===== src/rtl/quiz_pkg.sv =====
package quiz_pkg;
  localparam int unsigned NPLAYER = 3;
  localparam int unsigned ID_W    = $clog2(NPLAYER + 1);
  localparam int unsigned STATE_W = NPLAYER + ID_W;

  typedef logic [ID_W-1:0]    pid_t;
  typedef logic [NPLAYER-1:0] pmask_t;

  localparam pid_t NOBODY = '0;

  // One-hot mask for a contestant number; bit i stands for contestant i+1.
  function automatic pmask_t pid_to_mask(pid_t id);
    pmask_t m;
    m = '0;
    for (int i = 0; i < NPLAYER; i++) begin
      if (id == pid_t'(i + 1)) m[i] = 1'b1;
    end
    return m;
  endfunction

  function automatic logic is_barred(pmask_t lk, pid_t id);
    return |(lk & pid_to_mask(id));
  endfunction
endpackage


===== src/rtl/quiz_judge.sv =====
module quiz_judge
  import quiz_pkg::*;
(
  input  logic   rst,
  input  pid_t   buzz,
  input  logic   wrong,
  input  logic   correct,
  input  pmask_t lock,
  input  pid_t   turn,
  output logic   ev_grant,
  output logic   ev_fault,
  output logic   ev_win
);
  logic busy;

  always_comb begin
    busy     = (turn != NOBODY);
    ev_fault = !rst && busy && wrong;
    ev_win   = !rst && busy && !wrong && correct;
    ev_grant = !rst && !busy && (buzz != NOBODY) && !is_barred(lock, buzz);
  end
endmodule


===== src/rtl/quiz_lock_reg.sv =====
module quiz_lock_reg
  import quiz_pkg::*;
(
  input  logic   clk,
  input  logic   rst,
  input  logic   ev_fault,
  input  logic   ev_win,
  input  pid_t   turn,
  output pmask_t lock
);
  always_ff @(posedge clk) begin
    if (rst || ev_win)  lock <= '0;
    else if (ev_fault)  lock <= lock | pid_to_mask(turn);
  end
endmodule


===== src/rtl/quiz_turn_reg.sv =====
module quiz_turn_reg
  import quiz_pkg::*;
(
  input  logic clk,
  input  logic rst,
  input  logic ev_grant,
  input  logic ev_fault,
  input  logic ev_win,
  input  pid_t buzz,
  output pid_t turn
);
  always_ff @(posedge clk) begin
    if (rst || ev_win || ev_fault) turn <= NOBODY;
    else if (ev_grant)             turn <= buzz;
  end
endmodule


===== src/rtl/quiz_lamp_dec.sv =====
module quiz_lamp_dec
  import quiz_pkg::*;
(
  input  pid_t   turn,
  output pmask_t lamp
);
  for (genvar g = 0; g < NPLAYER; g++) begin : g_lamp
    assign lamp[g] = (turn == pid_t'(g + 1));
  end
endmodule


===== src/rtl/quiz_arbiter.sv =====
module quiz_arbiter
  import quiz_pkg::*;
(
  input  logic               clk,
  input  logic               rst,
  input  logic [ID_W-1:0]    buzz,
  input  logic               wrong,
  input  logic               correct,
  output logic [STATE_W-1:0] state_o,
  output logic [NPLAYER-1:0] lamp
);
  pmask_t lock;
  pid_t   turn;
  logic   ev_grant;
  logic   ev_fault;
  logic   ev_win;

  quiz_judge u_judge (
    .rst(rst), .buzz(buzz), .wrong(wrong), .correct(correct),
    .lock(lock), .turn(turn),
    .ev_grant(ev_grant), .ev_fault(ev_fault), .ev_win(ev_win)
  );

  quiz_lock_reg u_lock (
    .clk(clk), .rst(rst), .ev_fault(ev_fault), .ev_win(ev_win),
    .turn(turn), .lock(lock)
  );

  quiz_turn_reg u_turn (
    .clk(clk), .rst(rst), .ev_grant(ev_grant), .ev_fault(ev_fault),
    .ev_win(ev_win), .buzz(buzz), .turn(turn)
  );

  quiz_lamp_dec u_lamp (
    .turn(turn), .lamp(lamp)
  );

  // Contestant 1's flag sits in the top bit, the answerer code in the low bits.
  for (genvar g = 0; g < NPLAYER; g++) begin : g_flag
    assign state_o[STATE_W-1-g] = lock[g];
  end
  assign state_o[ID_W-1:0] = turn;
endmodule


===== config.mk =====
export PLATFORM = sky130hd
export DESIGN_NAME = quiz_arbiter
export DESIGN_NICKNAME = d
export VERILOG_FILES = /design/src/rtl/quiz_pkg.sv /design/src/rtl/quiz_judge.sv /design/src/rtl/quiz_lock_reg.sv /design/src/rtl/quiz_turn_reg.sv /design/src/rtl/quiz_lamp_dec.sv /design/src/rtl/quiz_arbiter.sv
export SDC_FILE = /design/constraint.sdc
export NUM_CORES = 1
export LEC_CHECK = 0
export BUFFER_PORTS_ARGS = -buffer_cell sky130_fd_sc_hd__buf_2
export CAP_MARGIN = 5
export CORE_AREA = 2 2 39 41
export DETAILED_ROUTE_END_ITERATION = 12
export DIE_AREA = 0 0 41 43
export MAX_ROUTING_LAYER = met4
export PLACE_DENSITY = 0.38
export SLEW_MARGIN = 20
export SYNTH_ARGS = -nofsm -noshare
export SYNTH_HDL_FRONTEND = slang
export SYNTH_HIERARCHICAL = 1
export SYNTH_SLANG_ARGS = --single-unit

===== constraint.sdc =====
create_clock -name clk -period 3.5 [get_ports clk]
set_input_delay 0.7 -clock clk [delete_from_list [all_inputs] [get_ports clk]]
set_output_delay 0.7 -clock clk [all_outputs]
set_load 0.03 [all_outputs]

==> metrics.csv <==
metric,value,unit
io_buffer_count,13,
critPathLaunch,u_turn/turn[0],
worst-path-buf-inv,1,
clock_skew,3.48,ps
post_cts_resized,0,
slew_headroom,55.8,%
yosys.area.top_type_share,38.1,%
dieArea,1760,um^2
grt_max_degree,11,
rrSetupSlack,1950,ps
cts_root_buf,clkbuf_4,
vias_per_cell,4.54,
cp-start-kind,register,
synth_area_leaders,"dfxtp_1 38%, mux2i_1 11%, and3b_1 6.7%",
p_leak,0.178,nW
yosysWarnings,6,
critical_path_arrival,1130,ps
synth-async-reset-ratio,0,%
syn-num-nets,32,
hp-start,u_lock/lock[1],
antenna_found_initial,0,
p_per_area,411,nW/um^2
ys_seq_area_share,38.1,%
grt_use_total,9.77,%
num_antenna_cells,0,
ant_nets,0,
status,completed,
final_core_util,27.0,%
finalNonFillerCells,59,
drv_slew,0,
vias,268,
clkTransAtPathRegs,40,ps
cpPeakStageDelay,470,ps
postCtsSetupRepairBufs,0,
synth_most_common_cell,dfxtp_1,
die_w,41,um
critPathKind,reg -> out,
synthToLayoutAreaGrowth,42.4,%
wl_met3,48,um
tightest_slew,653,ps
grt_pass1_vias,270,
worstRegToRegCells,4,
min_to,u_lock/lock[1],
synth_common_cells,"5 x dfxtp_1, 3 x mux2i_1",
r2r_end,u_lock/lock[0],
grt_pass1_wl,1060,um
fp.coreArea,1380,um^2
worstPathCellList,and2b_2 > buf_2,
cts_buffers,3,
worst_ep_required_time,2800,ps
fin_nets,50,
ys_types,16,
dp.cells,55,
place.gp.congestion,0.707,
synth-xor-area-share,0,%
synth-simple-area-share,40.5,%
rows,14,
finalCritPeriodShare,52.3,%
end_kind,output pin,
start_util,19.0,%
hold_viol,0,
clockBufferDepth,2,
synth_area,263,um^2
synth_fa_ha_area_share,0,%
top_layer,met4,
hold_buffers,0,
htreeDepth,1,
yosys.area.top_type,dfxtp_1,
fp.dieH,43,um
synth_edf_count,0,
wl,616,um
syn_avg_cell_area,10.1,um^2
drive_gt1_share,46.5,%
setup_tns,0,ps
postSynthCellCount,26,
wl_met2,322,um
drc_errors,0,
r2r-start,u_turn/turn[1],
pin_count,14,
worst_skew_pair.late_latency,240,ps
drt-initial-drc-count,14,
ys_dominant_reg_cell,dfxtp_1,
grt_overflow_total,0,
clock_sinks,5,
ys_ff_latch,5,
synth_compound_area_share,10.0,%
setup_violations,0,
fmax,546,MHz
cts_tree,yes,
period_minus_slack,1830,ps
vdd_ir_drop_max,135,uV
crit_slowest_cell,dfxtp_1,
hold-path-cell-count,1,
worstPathMaxFanout,10,
post_drt_wl_per_cell,10.4,um
synthMuxAreaShare,11.4,%
synth_top_family_by_area,simple AND/OR/NAND/NOR gates,
dr.pass1.iters,4,
maxCapViolations,0,
min_path_type,reg -> reg,
crit_family,flip-flops,
rsz0062_at_grt,no,
drt-met1-wl,241,um
==> per-layer routing <==
layer	up-vias	global-route usage, %
met4	0	8.00
met1	123	10.3
met2	7	12.2
li1	136	-
met3	2	6.28
met5	-	-
==> state kept, by name, summed over array words and instances, names as in the netlist <==
signal / cells
u_lock/lock: 3
u_turn/turn: 2
==> kinds of logic (layout without fill, tap and decap cells) <==
group | after synthesis | after routing
simple gates | 14 | 14
flops | 5 | 5
compound gates | 4 | 4
mux | 3 | 3
buf+inv | 0 | 17
==> per-stage QoR <==
| step | total power [mW] | hold slack (ps) | worst slack [ps] | area [um^2] |
|---|---|---|---|---|
| detailed placement | 0.0890 | 481 | 1670 | 348 |
| finish | 0.154 | 485 | 1670 | 374 |
| floorplan | 0.0795 | 657 | 1680 | 263 |
| CTS | 0.157 | 491 | 1650 | 374 |
| global placement | 0.0889 | 485 | 1670 | 348 |
| global route | 0.167 | 520 | 1600 | 374 |
==> power by group <==
part | total (mW) | switching (mW) | leakage (nW) | internal [mW]
clock network | 0.0660 | 0.0230 | 0.0150 | 0.0431
registers | 0.0624 | 0.00353 | 0.0405 | 0.0589
logic | 0.0255 | 0.0150 | 0.123 | 0.0104
==> worst max path at each step <==
| stage | cells past startpoint | slack (ps) | endpoint |
|---|---|---|---|
| 6_report | 2 | 1670 | lamp[1] |
| 5_1_grt | 2 | 1600 | lamp[1] |
| 4_1_cts | 2 | 1650 | lamp[1] |
| 3_5_place_dp | 4 | 1670 | u_lock/lock[0] |
| 3_3_place_gp | 4 | 1670 | u_lock/lock[1] |
| 2_1_floorplan | 1 | 1680 | lamp[0] |
==> layout make-up <==
class | instances | area, um^2
multi-input combinational | 21 | 163
timing repair buffer | 13 | 65.1
clock buffer | 4 | 26.3
tap | 16 | 20.0
fill | 151 | 1010
sequential | 5 | 100
==> placed cells by master (no fill, tap or decap), drive strengths merged <==
master	n
nor3	1
and3b	2
nor4	3
dfxtp	5
nor3b	2
nor2	2
clkbuf	4
and2b	1
a31oi	1
nor2b	1
buf	13
o21a	2
a21oi	1
mux2i	3
and2	1
nor4b	1
Note: power is estimated with default switching activity, not from simulation.
